[src/rtl/spbk_pkg.sv]
package spbk_pkg;
  typedef enum logic [2:0] {
    OUT_NONE  = 3'd0,
    OUT_DONE  = 3'd1,
    OUT_UNDEF = 3'd2,
    OUT_TRAP  = 3'd3,
    OUT_REDIR = 3'd4
  } outcome_e;

  localparam logic [1:0] ENC_OP0 = 2'b11;
  localparam logic [2:0] ENC_OP1 = 3'b100;
  localparam logic [3:0] ENC_CRN = 4'b0100;
  localparam logic [3:0] ENC_CRM = 4'b0001;
  localparam logic [2:0] ENC_OP2 = 3'b000;
endpackage

[src/rtl/spbk_rst_sync.sv]
module spbk_rst_sync #(
  parameter int STAGES = 2
) (
  input  logic clk,
  input  logic rst_n,
  output logic rst_sync_n
);
  logic [STAGES-1:0] shreg_q;
  logic [STAGES-1:0] shreg_d;

  always_comb shreg_d = {shreg_q[STAGES-2:0], 1'b1};

  always_ff @(posedge clk or negedge rst_n) begin
    if (!rst_n) shreg_q <= '0;
    else        shreg_q <= shreg_d;
  end

  assign rst_sync_n = shreg_q[STAGES-1];
endmodule

[src/rtl/spbk_decode.sv]
module spbk_decode
  import spbk_pkg::*;
(
  input  logic       clk,
  input  logic       rst_n,
  input  logic       req_vld,
  input  logic [1:0] req_op0,
  input  logic [2:0] req_op1,
  input  logic [3:0] req_crn,
  input  logic [3:0] req_crm,
  input  logic [2:0] req_op2,
  input  logic [1:0] priv_lvl,
  input  logic [2:0] virt_ctl,
  output outcome_e   outcome
);
  logic enc_hit;

  always_comb begin
    enc_hit = (req_op0 == ENC_OP0) && (req_op1 == ENC_OP1) &&
              (req_crn == ENC_CRN) && (req_crm == ENC_CRM) &&
              (req_op2 == ENC_OP2);
    outcome = OUT_NONE;
    if (req_vld && enc_hit) begin
      unique case (priv_lvl)
        2'd0: outcome = OUT_UNDEF;
        2'd1: begin
          if (virt_ctl[2] && virt_ctl[0]) outcome = OUT_REDIR;
          else if (virt_ctl[0])           outcome = OUT_TRAP;
          else                            outcome = OUT_UNDEF;
        end
        default: outcome = OUT_DONE;
      endcase
    end
  end

  assert_idle_R1: assert property (@(posedge clk) disable iff (!rst_n)
    !req_vld |-> (outcome == OUT_NONE));
  assert_lvl0_undef_R2: assert property (@(posedge clk) disable iff (!rst_n)
    (req_vld && priv_lvl == 2'd0 && outcome != OUT_NONE) |-> (outcome == OUT_UNDEF));
  assert_high_done_R6: assert property (@(posedge clk) disable iff (!rst_n)
    (priv_lvl[1] && outcome != OUT_NONE) |-> (outcome == OUT_DONE));
endmodule

[src/rtl/spbk_bank.sv]
module spbk_bank #(
  parameter int DW   = 64,
  parameter int NREG = 2
) (
  input  logic                     clk,
  input  logic                     rst_n,
  input  logic [NREG-1:0]          wr_en,
  input  logic [DW-1:0]            wdata,
  output logic [NREG-1:0][DW-1:0]  regs_q
);
  for (genvar g = 0; g < NREG; g++) begin : g_reg
    logic [DW-1:0] reg_d;

    always_comb begin
      reg_d = regs_q[g];
      if (wr_en[g]) reg_d = wdata;
    end

    always_ff @(posedge clk or negedge rst_n) begin
      if (!rst_n) regs_q[g] <= '0;
      else        regs_q[g] <= reg_d;
    end

    assert_hold_R1: assert property (@(posedge clk) disable iff (!rst_n)
      !wr_en[g] |=> $stable(regs_q[g]));
    assert_load_R7: assert property (@(posedge clk) disable iff (!rst_n)
      wr_en[g] |=> (regs_q[g] == $past(wdata)));
  end
endmodule

[src/rtl/spbk_ctl.sv]
module spbk_ctl
  import spbk_pkg::*;
#(
  parameter int          DW         = 64,
  parameter int          CLS_W      = 6,
  parameter int          OFS_W      = 12,
  parameter logic [5:0]  TRAP_CLS   = 6'h18,
  parameter logic [11:0] REDIR_BYTE = 12'h240
) (
  input  logic             clk,
  input  logic             rst_n,
  input  logic             req_vld,
  input  logic             req_wr,
  input  logic [1:0]       req_op0,
  input  logic [2:0]       req_op1,
  input  logic [3:0]       req_crn,
  input  logic [3:0]       req_crm,
  input  logic [2:0]       req_op2,
  input  logic [DW-1:0]    req_wdata,
  input  logic [1:0]       priv_lvl,
  input  logic             stk_sel,
  input  logic [2:0]       virt_ctl,
  output logic [DW-1:0]    rd_data,
  output logic [DW-1:0]    cur_sp,
  output logic             res_done,
  output logic             res_undef,
  output logic             res_trap,
  output logic [CLS_W-1:0] trap_class,
  output logic             res_redir,
  output logic             redir_wr,
  output logic [OFS_W-1:0] redir_ofs
);
  localparam int NREG = 2;
  localparam int IDX0 = 0;
  localparam int IDX1 = 1;

  logic                    rst_core_n;
  outcome_e                outcome;
  logic [NREG-1:0]         wr_en;
  logic [NREG-1:0][DW-1:0] sp_q;

  spbk_rst_sync #(.STAGES(2)) i_rst_sync (
    .clk        (clk),
    .rst_n      (rst_n),
    .rst_sync_n (rst_core_n)
  );

  spbk_decode i_decode (
    .clk      (clk),
    .rst_n    (rst_core_n),
    .req_vld  (req_vld),
    .req_op0  (req_op0),
    .req_op1  (req_op1),
    .req_crn  (req_crn),
    .req_crm  (req_crm),
    .req_op2  (req_op2),
    .priv_lvl (priv_lvl),
    .virt_ctl (virt_ctl),
    .outcome  (outcome)
  );

  always_comb begin
    res_done   = (outcome == OUT_DONE);
    res_undef  = (outcome == OUT_UNDEF);
    res_trap   = (outcome == OUT_TRAP);
    res_redir  = (outcome == OUT_REDIR);
    trap_class = res_trap  ? TRAP_CLS[CLS_W-1:0]   : '0;
    redir_ofs  = res_redir ? REDIR_BYTE[OFS_W-1:0] : '0;
    redir_wr   = res_redir && req_wr;
    wr_en       = '0;
    wr_en[IDX1] = res_done && req_wr;
    rd_data     = (res_done && !req_wr) ? sp_q[IDX1] : '0;
    cur_sp      = (priv_lvl == 2'd1 && stk_sel) ? sp_q[IDX1] : sp_q[IDX0];
  end

  spbk_bank #(.DW(DW), .NREG(NREG)) i_bank (
    .clk    (clk),
    .rst_n  (rst_core_n),
    .wr_en  (wr_en),
    .wdata  (req_wdata),
    .regs_q (sp_q)
  );

  assert_excl_R9: assert property (@(posedge clk) disable iff (!rst_core_n)
    $onehot0({res_done, res_undef, res_trap, res_redir}));
  assert_rd_zero_R9: assert property (@(posedge clk) disable iff (!rst_core_n)
    !res_done |-> (rd_data == '0));
  assert_redir_keep_R3: assert property (@(posedge clk) disable iff (!rst_core_n)
    res_redir |=> $stable(sp_q[IDX1]));
  assert_trap_cls_R4: assert property (@(posedge clk) disable iff (!rst_core_n)
    res_trap |-> (trap_class == TRAP_CLS[CLS_W-1:0]));
endmodule

[config.mk]
export PLATFORM = sky130hd
export DESIGN_NAME = spbk_ctl
export DESIGN_NICKNAME = d
export VERILOG_FILES = /design/src/rtl/spbk_pkg.sv /design/src/rtl/spbk_rst_sync.sv /design/src/rtl/spbk_decode.sv /design/src/rtl/spbk_bank.sv /design/src/rtl/spbk_ctl.sv
export SDC_FILE = /design/constraint.sdc
export NUM_CORES = 1
export LEC_CHECK = 0
export BUFFER_PORTS_ARGS = -buffer_cell sky130_fd_sc_hd__buf_2
export CORE_MARGIN = 10
export CORE_UTILIZATION = 30
export CTS_CLUSTER_DIAMETER = 60
export DETAILED_ROUTE_END_ITERATION = 16
export GPL_TIMING_DRIVEN = 0
export SETUP_SLACK_MARGIN = 0.15
export SLEW_MARGIN = 20
export SYNTH_ARGS = -nofsm -noshare
export SYNTH_HDL_FRONTEND = slang
export SYNTH_SLANG_ARGS = --single-unit
export TNS_END_PERCENT = 5
[constraint.sdc]
create_clock -name clk -period 2.6 [get_ports clk]
set_input_delay 0.13 -clock clk [delete_from_list [all_inputs] [get_ports clk]]
set_output_delay 0.13 -clock clk [all_outputs]
set_load 0.01 [all_outputs]
==> results of run 1 <==
## cell usage in the layout, fill, tap and decap left out
| cell | netlist | final |
|---|---|---|
| buf_6 | 6 | 6 |
| bufinv_16 | 0 | 2 |
| dlygate4sd3_1 | 0 | 1 |
| buf_1 | 1 | 1 |
| buf_2 | 6 | 231 |
| inv_1 | 2 | 2 |
| mux2_4 | 60 | 60 |
| nor2_1 | 1 | 1 |
| clkinvlp_4 | 0 | 2 |
| nand2_1 | 2 | 2 |
| nand2b_1 | 1 | 1 |
| clkinv_2 | 0 | 1 |
| nand3_1 | 1 | 1 |
| dfrtp_4 | 0 | 1 |
| conb_1 | 2 | 15 |
| nand4_4 | 1 | 1 |
| and4b_1 | 1 | 1 |
| clkbuf_1 | 14 | 14 |
| clkbuf_8 | 0 | 1 |
| and2_1 | 64 | 64 |
| buf_12 | 0 | 1 |
| inv_6 | 0 | 1 |
| nor4_1 | 2 | 2 |
| nor4bb_1 | 1 | 1 |
| clkbuf_16 | 0 | 9 |
| nor3b_1 | 65 | 65 |
| mux2_2 | 4 | 4 |
| nand3b_1 | 1 | 1 |
| and3b_1 | 1 | 1 |
| nor4_4 | 1 | 1 |
| or4b_4 | 1 | 1 |
| nor3_1 | 1 | 1 |
| buf_4 | 18 | 18 |
| dfrtp_1 | 66 | 65 |
## state kept, by name, summed over array words and instances (netlist names)
| signal | count |
|---|---|
| i_bank.regs_q | 64 |
| i_rst_sync.shreg_q | 2 |
## logic make-up after synthesis
group                  count (synthesis)  synth area share [%]
other                                  2                 0.191
and+or+nand+nor                      144                  26.0
muxes                                 64                  24.1
buffers and inverters                 47                  7.56
DFF                                   66                  42.1
## per-layer routing
metal | wire (um) | vias up | share of wire (%)
li1 | - | 1572 | -
met1 | 5220 | 1574 | 41
met2 | 6110 | 133 | 48
met3 | 1200 | 8 | 9.5
met4 | 93 | 0 | 0.74
met5 | 0 | - | 0
## worst max path at each step
stage / startpoint / endpoint / slack, ns
floorplan: req_crn[3] / trap_class[3] / 0.55
global placement: i_rst_sync.shreg_q[1]$_DFF_PN0_ / i_bank.regs_q[120]$_DFFE_PN0P_ / -0.15
detailed placement: req_crn[3] / rd_data[23] / 0.33
CTS: req_crn[3] / rd_data[23] / 0.33
global route: req_crn[3] / rd_data[23] / 0.21
finish: req_crn[3] / rd_data[23] / 0.37
## cell type report
cell class / instances / area share, %
Clock inverter: 6 / 1.57
Timing Repair Buffer: 227 / 20.4
Inverter: 2 / 0.132
Tap cell: 172 / 3.79
Multi-Input combinational cell: 223 / 35.7
Clock buffer: 10 / 4.21
Buffer: 45 / 5.09
Sequential cell: 66 / 29.2
## power groups by stage
stage	Sequential, mW	Combinational (mW)	Clock (mW)
floorplan	1.06	0.0535	0
global placement	1.07	0.132	0
detailed placement	1.06	0.149	0
CTS	1.04	0.150	1.37
global route	1.04	0.167	1.42
finish	1.04	0.149	1.33
## worst max-delay path: stages
cell and delay, ns:
buf_2 0.10, or4b_4 0.53, nor4_4 0.33, nand3_1 0.14
buf_2 0.23, buf_2 0.21, nor3b_1 0.23, buf_2 0.18
==> impl_metrics.csv, run 1 <==
group,metric,value,unit
sta,setup_viol,0,
clocking,clk_pin_slew_worst_paths,0.06,ns
setup_path,cp_max_fo,10,
finish,multi_input_area,2020,um^2
worst_hold_path,whs_endpoint,"i_bank.regs_q[110]$_DFFE_PN0P_",
synthesis,synth_area_leaders,"dfrtp_1 42%, mux2_4 23%, nor3b_1 12%",
power_and_ir_drop,power_switching_share,21.8,%
detailed_routing,drt_iter0_markers,198,
die,die_height,134,um
synthesis,avgSynthCellArea,12.1,um^2
synthesis,ys_seq_area_share,42.1,%
die,start_util,30.8,%
place,gp_congestion,0.788,
detailed_routing,wire_per_inst,16.8,um
sta,hold-worst-slack,0.0282,ns
global_route,grt_use_met3,6.05,%
finish,layoutNonFillerInstCount,751,
global_route,met1_usage,15.7,%
worst_hold_path,hp-start,"req_wdata[46]",
worst_hold_path,hold_depth,2,
detailed_routing,drt_pass1_iterations,4,
worst_hold_path,hp-class,"input port to flip-flop",
place,numPlacedInstances,734,
global_route,gr-max-usage-layer,"met2",
power_and_ir_drop,p_sw,0.548,mW
detailed_routing,viasPerCell,4.38,
synthesis,synthTopCellsByCount,"66 x dfrtp_1, 65 x nor3b_1, 64 x and2_1",
global_route,grt_pass1_vias,3643,
power_and_ir_drop,p_clk_share,52.8,%
finish,drive_above_1_share,58.7,%
clocking,cts_tree,"yes",
sta,finClkSkew,0.00536,ns
clocking,cts_setup_buffers,0,
global_route,antenna_found_initial,0,
setup_path,regToRegSetupSlack,1.78,ns
clocking,postCtsHoldBufs,1,
sta,rsz0062_at_grt,"false",
synthesis,synth.distinct_cells,25,
synthesis,synth_seq_cells,66,
global_route,grt_usage,13.6,%
sta,hold_viol,0,
setup_path,cp.arrival,2.10,ns
sta,max_freq,0.449,GHz
finish,antenna_cells,0,
setup_path,r2r_start,"i_rst_sync.shreg_q[1]$_DFF_PN0_",
synthesis,ys.flop_type,"dfrtp_1",
die,pin_count,241,
sta,fin_crit_sh,85.6,%
setup_path,cp-start-kind,"input port",
power_and_ir_drop,power,2.52,mW
clocking,cts-buffers-inserted,9,
clocking,cts_resized,0,
sta,fin_tns_setup,0,ns
synthesis,yosysMostFrequentCell,"dfrtp_1",
clocking,cts.sinks,66,
finish,final_net_count,664,
detailed_routing,routed_wl,12600,um
power_and_ir_drop,power_leakage,3.28,nW
job,max-cap-violations,0,
clocking,clock_latency,0.33,ns
finish,post-route-util,44.6,%
finish,nFillCells,1265,
place,dp_hpwl,10200,um
run_status,outcome,"finished clean",
synthesis,synth-edff-count,0,
power_and_ir_drop,pwr-share-seq,41.3,%
power_and_ir_drop,power_frac_comb,5.9,%
clocking,clock_path_buffers,2,
sta,period_needed,2.23,ns
detailed_routing,vias,3287,
global_route,grt-ovfl-total,0,
sta,final.setup.worst_slack,0.374,ns
power_and_ir_drop,p_int,1.97,mW
power_and_ir_drop,peakVddDrop,303,uV
die,rows,41,
synthesis,synth_top_area_share,42.1,%
die,dieArea,18000,um^2
sta,tightest_slew,0.664,ns
finish,seqCellArea,1660,um^2
place,io_buffers,225,
sta,relSlewSlack,55.7,%
synthesis,ys_async_sr_fraction,100,%
synthesis,yosysTopAreaCell,"dfrtp_1",
detailed_routing,final_antenna_net_count,0,
place,pre_cts_slack,0.331,ns
setup_path,worstPathRequired,2.47,ns
global_route,grt_first_pass_wirelength,19900,um
setup_path,end_kind,"primary output",
global_route,grt_max_degree,36,
sta,maxSlewViolCount,0,
finish,layout-area-overhead-vs-synth,44.7,%
synthesis,ys_warn_count,0,
clocking,cts_root_buffer,"clkbuf_16",
place,placed_cell_area,5340,um^2
global_route,grt_use_met2,22.4,%
clocking,h-tree-depth,3,
synthesis,postSynthCellCount,323,
power_and_ir_drop,cellPowerDensity,444,nW/um^2
finish,design_area,5670,um^2
setup_path,r2r_end,"i_bank.regs_q[70]$_DFFE_PN0P_",
synthesis,synth_area,3920,um^2
detailed_routing,drc_errors,0,
setup_path,reg2regPathDepth,1,
die,core,12700,um^2
setup_path,path_class,"input port to primary output",
die,die_w,134,um
No activity file was read; power rests on OpenSTA's default activity.
==> run 2, diff against run 1 <==
Settings changed: CORE_MARGIN 10 to 2.
==> impl_metrics.csv, run 2 (synthesis gave the netlist of run 1 again) <==
group,metric,value,unit
clocking,cts_root_buffer,"clkbuf_16",
global_route,grt_pass1_vias,3395,
place,numPlacedInstances,734,
sta,tightest_slew,0.701,ns
place,gp_congestion,0.782,
worst_hold_path,hp-class,"input port to flip-flop",
finish,layoutNonFillerInstCount,750,
global_route,grt_max_degree,35,
die,dieArea,14000,um^2
sta,period_needed,2.25,ns
finish,layout-area-overhead-vs-synth,43.6,%
detailed_routing,vias,3267,
setup_path,path_cells,"buf_2, or4b_4, nor4_4, nand3_1, buf_2, buf_2, nor3b_1, buf_2",
setup_path,slowest_stage,"or4b_4",
detailed_routing,routed_wl,10900,um
finish,nFillCells,1232,
finish,antenna_cells,0,
clocking,postCtsHoldBufs,1,
global_route,antenna_found_initial,0,
finish,seqCellArea,1660,um^2
sta,setup_viol,0,
clocking,cts.sinks,66,
finish,top_register,"i_bank.regs_q",
finish,post-route-util,44.5,%
run_status,outcome,"finished clean",
power_and_ir_drop,power,2.36,mW
global_route,grt-ovfl-total,0,
sta,hold_viol,0,
power_and_ir_drop,power_leakage,3.27,nW
clocking,clk_pin_slew_worst_paths,0.05,ns
detailed_routing,drc_errors,0,
setup_path,path_class,"input port to primary output",
sta,max_freq,0.444,GHz
sta,fin_crit_sh,86.5,%
place,io_buffers,225,
finish,layout_common_cells,"231 x buf_2, 65 x nor3b_1, 65 x dfrtp_1",
global_route,grt_first_pass_wirelength,17400,um
die,core,12700,um^2
clocking,cts-buffers-inserted,9,
setup_path,crit_top_cell,"buf_2",
clocking,clock_path_buffers,2,
finish,multi_input_area,2020,um^2
power_and_ir_drop,cellPowerDensity,420,nW/um^2
finish,layout_commonest_cell,"buf_2",
place,placed_cell_area,5340,um^2
setup_path,cp-start-kind,"input port",
setup_path,end_kind,"primary output",
detailed_routing,drt_pass1_iterations,4,
die,start_util,31.0,%
sta,rsz0062_at_grt,"false",
detailed_routing,drt_iter0_markers,72,
finish,top_regs,"i_bank.regs_q x64, i_rst_sync.shreg_q x2",
finish,final_net_count,664,
clocking,clock_latency,0.32,ns
finish,drive_above_1_share,58.3,%
setup_path,worstPathRequired,2.47,ns
sta,maxSlewViolCount,0,
power_and_ir_drop,peakVddDrop,227,uV
finish,largest_reg_flops,64,
job,max-cap-violations,0,
detailed_routing,final_antenna_net_count,0,
finish,design_area,5630,um^2
global_route,grt_usage,15.5,%
place,dp_hpwl,8360,um
detailed_routing,wire_per_inst,14.5,um
setup_path,cp.arrival,2.12,ns
die,die_height,118,um
die,rows,41,
setup_path,slowest_delay,0.54,ns
die,pin_count,241,
clocking,cts_setup_buffers,0,
clocking,h-tree-depth,3,
clocking,cts_tree,"yes",
die,die_w,118,um
setup_path,regToRegSetupSlack,1.82,ns
clocking,cts_resized,0,
setup_path,cp_max_fo,10,
sta,finClkSkew,0.00333,ns
sta,relSlewSlack,53.3,%
detailed_routing,viasPerCell,4.36,
[run 2: routing by layer]
metal / GRT usage, % / vias up / share of wire [%]
met3: 3.76 / 15 / 5.8
met1: 19.6 / 1549 / 44
met2: 25.9 / 134 / 48
li1: - / 1569 / -
met5: 0 / - / 0
met4: 5.35 / 0 / 1.7
[run 2: layout make-up]
| cell class | instances | area share, % |
|---|---|---|
| buffer | 45 | 5.13 |
| clock buffer | 12 | 4.38 |
| clock inverter | 3 | 0.711 |
| inverter | 2 | 0.133 |
| multi-input combinational | 223 | 35.9 |
| sequential | 66 | 29.4 |
| tap | 172 | 3.82 |
| timing repair buffer | 227 | 20.5 |
[run 2: final timing paths]
| check | from | cells past startpoint | to |
|---|---|---|---|
| min reg2reg | i_rst_sync.shreg_q[1]$_DFF_PN0_ | 0 | i_bank.regs_q[97]$_DFFE_PN0P_ |
| min | req_wdata[24] | 2 | i_bank.regs_q[88]$_DFFE_PN0P_ |
| min in group asynchronous | rst_n | 2 | i_rst_sync.shreg_q[1]$_DFF_PN0_ |
| max reg2reg | i_rst_sync.shreg_q[1]$_DFF_PN0_ | 1 | i_bank.regs_q[75]$_DFFE_PN0P_ |
| max in group asynchronous | i_rst_sync.shreg_q[1]$_DFF_PN0_ | 1 | i_bank.regs_q[75]$_DFFE_PN0P_ |
| max | req_crn[3] | 8 | rd_data[35] |
[run 2: per-stage QoR]
stage | setup slack, ns | hold WS [ns] | setup TNS (ns)
2_1_floorplan | 0.552 | -0.166 | 0
5_1_grt | 0.161 | 0.0208 | 0
3_5_place_dp | 0.341 | -0.0806 | 0
3_3_place_gp | -0.146 | -0.0834 | -9.07
6_report | 0.350 | 0.0353 | 0
4_1_cts | 0.336 | 0.0164 | 0
[run 2: critical path, delay by kind of cell]
kind / cells / cell delay (ns)
AND/OR/NAND/NOR: 4 / 1.26
buffers and inverters: 4 / 0.71
[run 2: where the power goes]
group	internal, mW	total (mW)	switching (mW)
clock network	0.760	1.17	0.412
logic	0.0738	0.152	0.0778
registers	1.03	1.04	0.00963
==> run 3, diff against run 2 <==
Settings changed: CORE_UTILIZATION 30 to 44, PLACE_DENSITY set to 0.82.
==> impl_metrics.csv, run 3 (synthesis gave the netlist of run 1 again) <==
group,metric,value,unit
run_status,outcome,"finished clean",
detailed_routing,viasPerCell,4.76,
power_and_ir_drop,pwr-share-seq,52.0,%
job,max-cap-violations,0,
die,pin_count,241,
global_route,grt_first_pass_wirelength,16200,um
clocking,clk_pin_slew_worst_paths,0.07,ns
power_and_ir_drop,power_switching_share,22.8,%
die,core,8680,um^2
clocking,cts_tree,"yes",
clocking,cts-buffers-inserted,9,
global_route,grt_pass1_vias,3328,
sta,relSlewSlack,59.9,%
detailed_routing,drt_iter0_markers,56,
place,io_buffers,225,
power_and_ir_drop,p_int,1.54,mW
power_and_ir_drop,power_leakage,3.22,nW
place,dp_hpwl,7870,um
detailed_routing,drc_errors,0,
power_and_ir_drop,p_clk_share,40.5,%
sta,setup_viol,0,
finish,drive_above_1_share,58.4,%
sta,finClkSkew,0.00695,ns
setup_path,worstPathRequired,2.47,ns
finish,top_regs,"i_bank.regs_q x64, i_rst_sync.shreg_q x2",
sta,rsz0062_at_grt,"false",
clocking,cts_setup_buffers,0,
detailed_routing,vias,3267,
finish,antenna_cells,0,
die,rows,34,
global_route,antenna_found_initial,0,
global_route,grt-ovfl-total,0,
sta,fin_tns_setup,0,ns
finish,layout-area-overhead-vs-synth,39.0,%
sta,hold-worst-slack,0.0255,ns
setup_path,cp_max_fo,10,
die,die_w,98.4,um
power_and_ir_drop,power_frac_comb,7.5,%
power_and_ir_drop,cellPowerDensity,366,nW/um^2
place,pre_cts_slack,0.303,ns
sta,tightest_slew,0.601,ns
global_route,grt_max_degree,35,
clocking,clock_path_buffers,2,
die,start_util,45.2,%
finish,layout_common_cells,"231 x buf_2, 65 x nor3b_1, 65 x dfrtp_1",
setup_path,end_kind,"primary output",
die,die_height,98.4,um
die,dieArea,9690,um^2
detailed_routing,drt_pass1_iterations,4,
detailed_routing,final_antenna_net_count,0,
clocking,postCtsHoldBufs,1,
finish,layout_commonest_cell,"buf_2",
sta,final.setup.worst_slack,0.335,ns
setup_path,path_class,"input port to primary output",
sta,maxSlewViolCount,0,
finish,top_register,"i_bank.regs_q",
finish,final_net_count,664,
sta,period_needed,2.26,ns
clocking,cts.sinks,66,
global_route,grt_usage,20.9,%
worst_hold_path,hp-class,"input port to flip-flop",
sta,max_freq,0.442,GHz
clocking,cts_resized,0,
finish,largest_reg_flops,64,
clocking,h-tree-depth,3,
sta,hold_viol,0,
sta,fin_crit_sh,87.1,%
detailed_routing,routed_wl,10100,um
clocking,clock_latency,0.33,ns
finish,post-route-util,62.8,%
power_and_ir_drop,p_sw,0.455,mW
power_and_ir_drop,peakVddDrop,261,uV
clocking,cts_root_buffer,"clkbuf_8",
setup_path,cp.arrival,2.13,ns
place,gp_congestion,0.852,
setup_path,cp-start-kind,"input port",
detailed_routing,wire_per_inst,14.7,um
[run 3: cell types whose count changed in the layout (fill, tap and decap cells not counted), sizes merged]
cell,delta
clkinvlp,+2
clkbuf,-1
[run 3: final cells by class]
cell class,count,area [um^2]
well taps,108,135
flip-flops and latches,66,1660
clock inverters,5,55.1
plain buffers,45,289
repair buffers,227,1160
clock buffers,11,131
fillers,753,3230
multi-input cells,223,2020
inverters,2,7.51
[run 3: path summary, 6_finish.rpt]
kind	from	endpoint	slack [ns]	cells after the start
min in group asynchronous	rst_n	i_rst_sync.shreg_q[1]$_DFF_PN0_	0.10	2
hold reg to reg	i_rst_sync.shreg_q[1]$_DFF_PN0_	i_bank.regs_q[93]$_DFFE_PN0P_	0.28	0
setup reg to reg	i_bank.regs_q[126]$_DFFE_PN0P_	i_bank.regs_q[126]$_DFFE_PN0P_	1.80	1
hold / removal	req_wdata[39]	i_bank.regs_q[103]$_DFFE_PN0P_	0.03	2
setup / recovery	req_crn[3]	rd_data[59]	0.34	8
max in group asynchronous	i_rst_sync.shreg_q[1]$_DFF_PN0_	i_bank.regs_q[119]$_DFFE_PN0P_	1.81	1
[run 3: worst max-delay path, cell delays in order]
cell	delay, ns
buf_2	0.09
or4b_4	0.54
nor4_4	0.35
nand3_1	0.14
buf_2	0.23
buf_2	0.21
nor3b_1	0.26
buf_2	0.18
[run 3: power by group through the flow]
stage	combinational, mW	sequential (mW)	clock, mW
5_1_grt	0.165	1.04	0.895
3_3_place_gp	0.132	1.07	0
2_1_floorplan	0.0535	1.06	0
3_5_place_dp	0.148	1.06	0
6_report	0.149	1.04	0.810
4_1_cts	0.150	1.04	0.842
[run 3: metal layers]
| layer | global-route usage, % | wire (um) | part of all wire [%] | vias to the layer above |
|---|---|---|---|---|
| met4 | 7.59 | 188 | 1.9 | 0 |
| li1 | - | - | - | 1571 |
| met3 | 4.18 | 604 | 6.0 | 19 |
| met5 | 0 | 0 | 0 | - |
| met2 | 36.7 | 5060 | 50 | 134 |
| met1 | 25.5 | 4240 | 42 | 1543 |
[run 3: stage by stage]
step | std cells | area, um^2 | total power, mW
floorplan | 336 | 3970 | 1.12
global placement | 669 | 5230 | 1.20
detailed placement | 670 | 5260 | 1.21
CTS | 687 | 5450 | 2.03
global route | 687 | 5450 | 2.10
finish | 687 | 5450 | 2.00
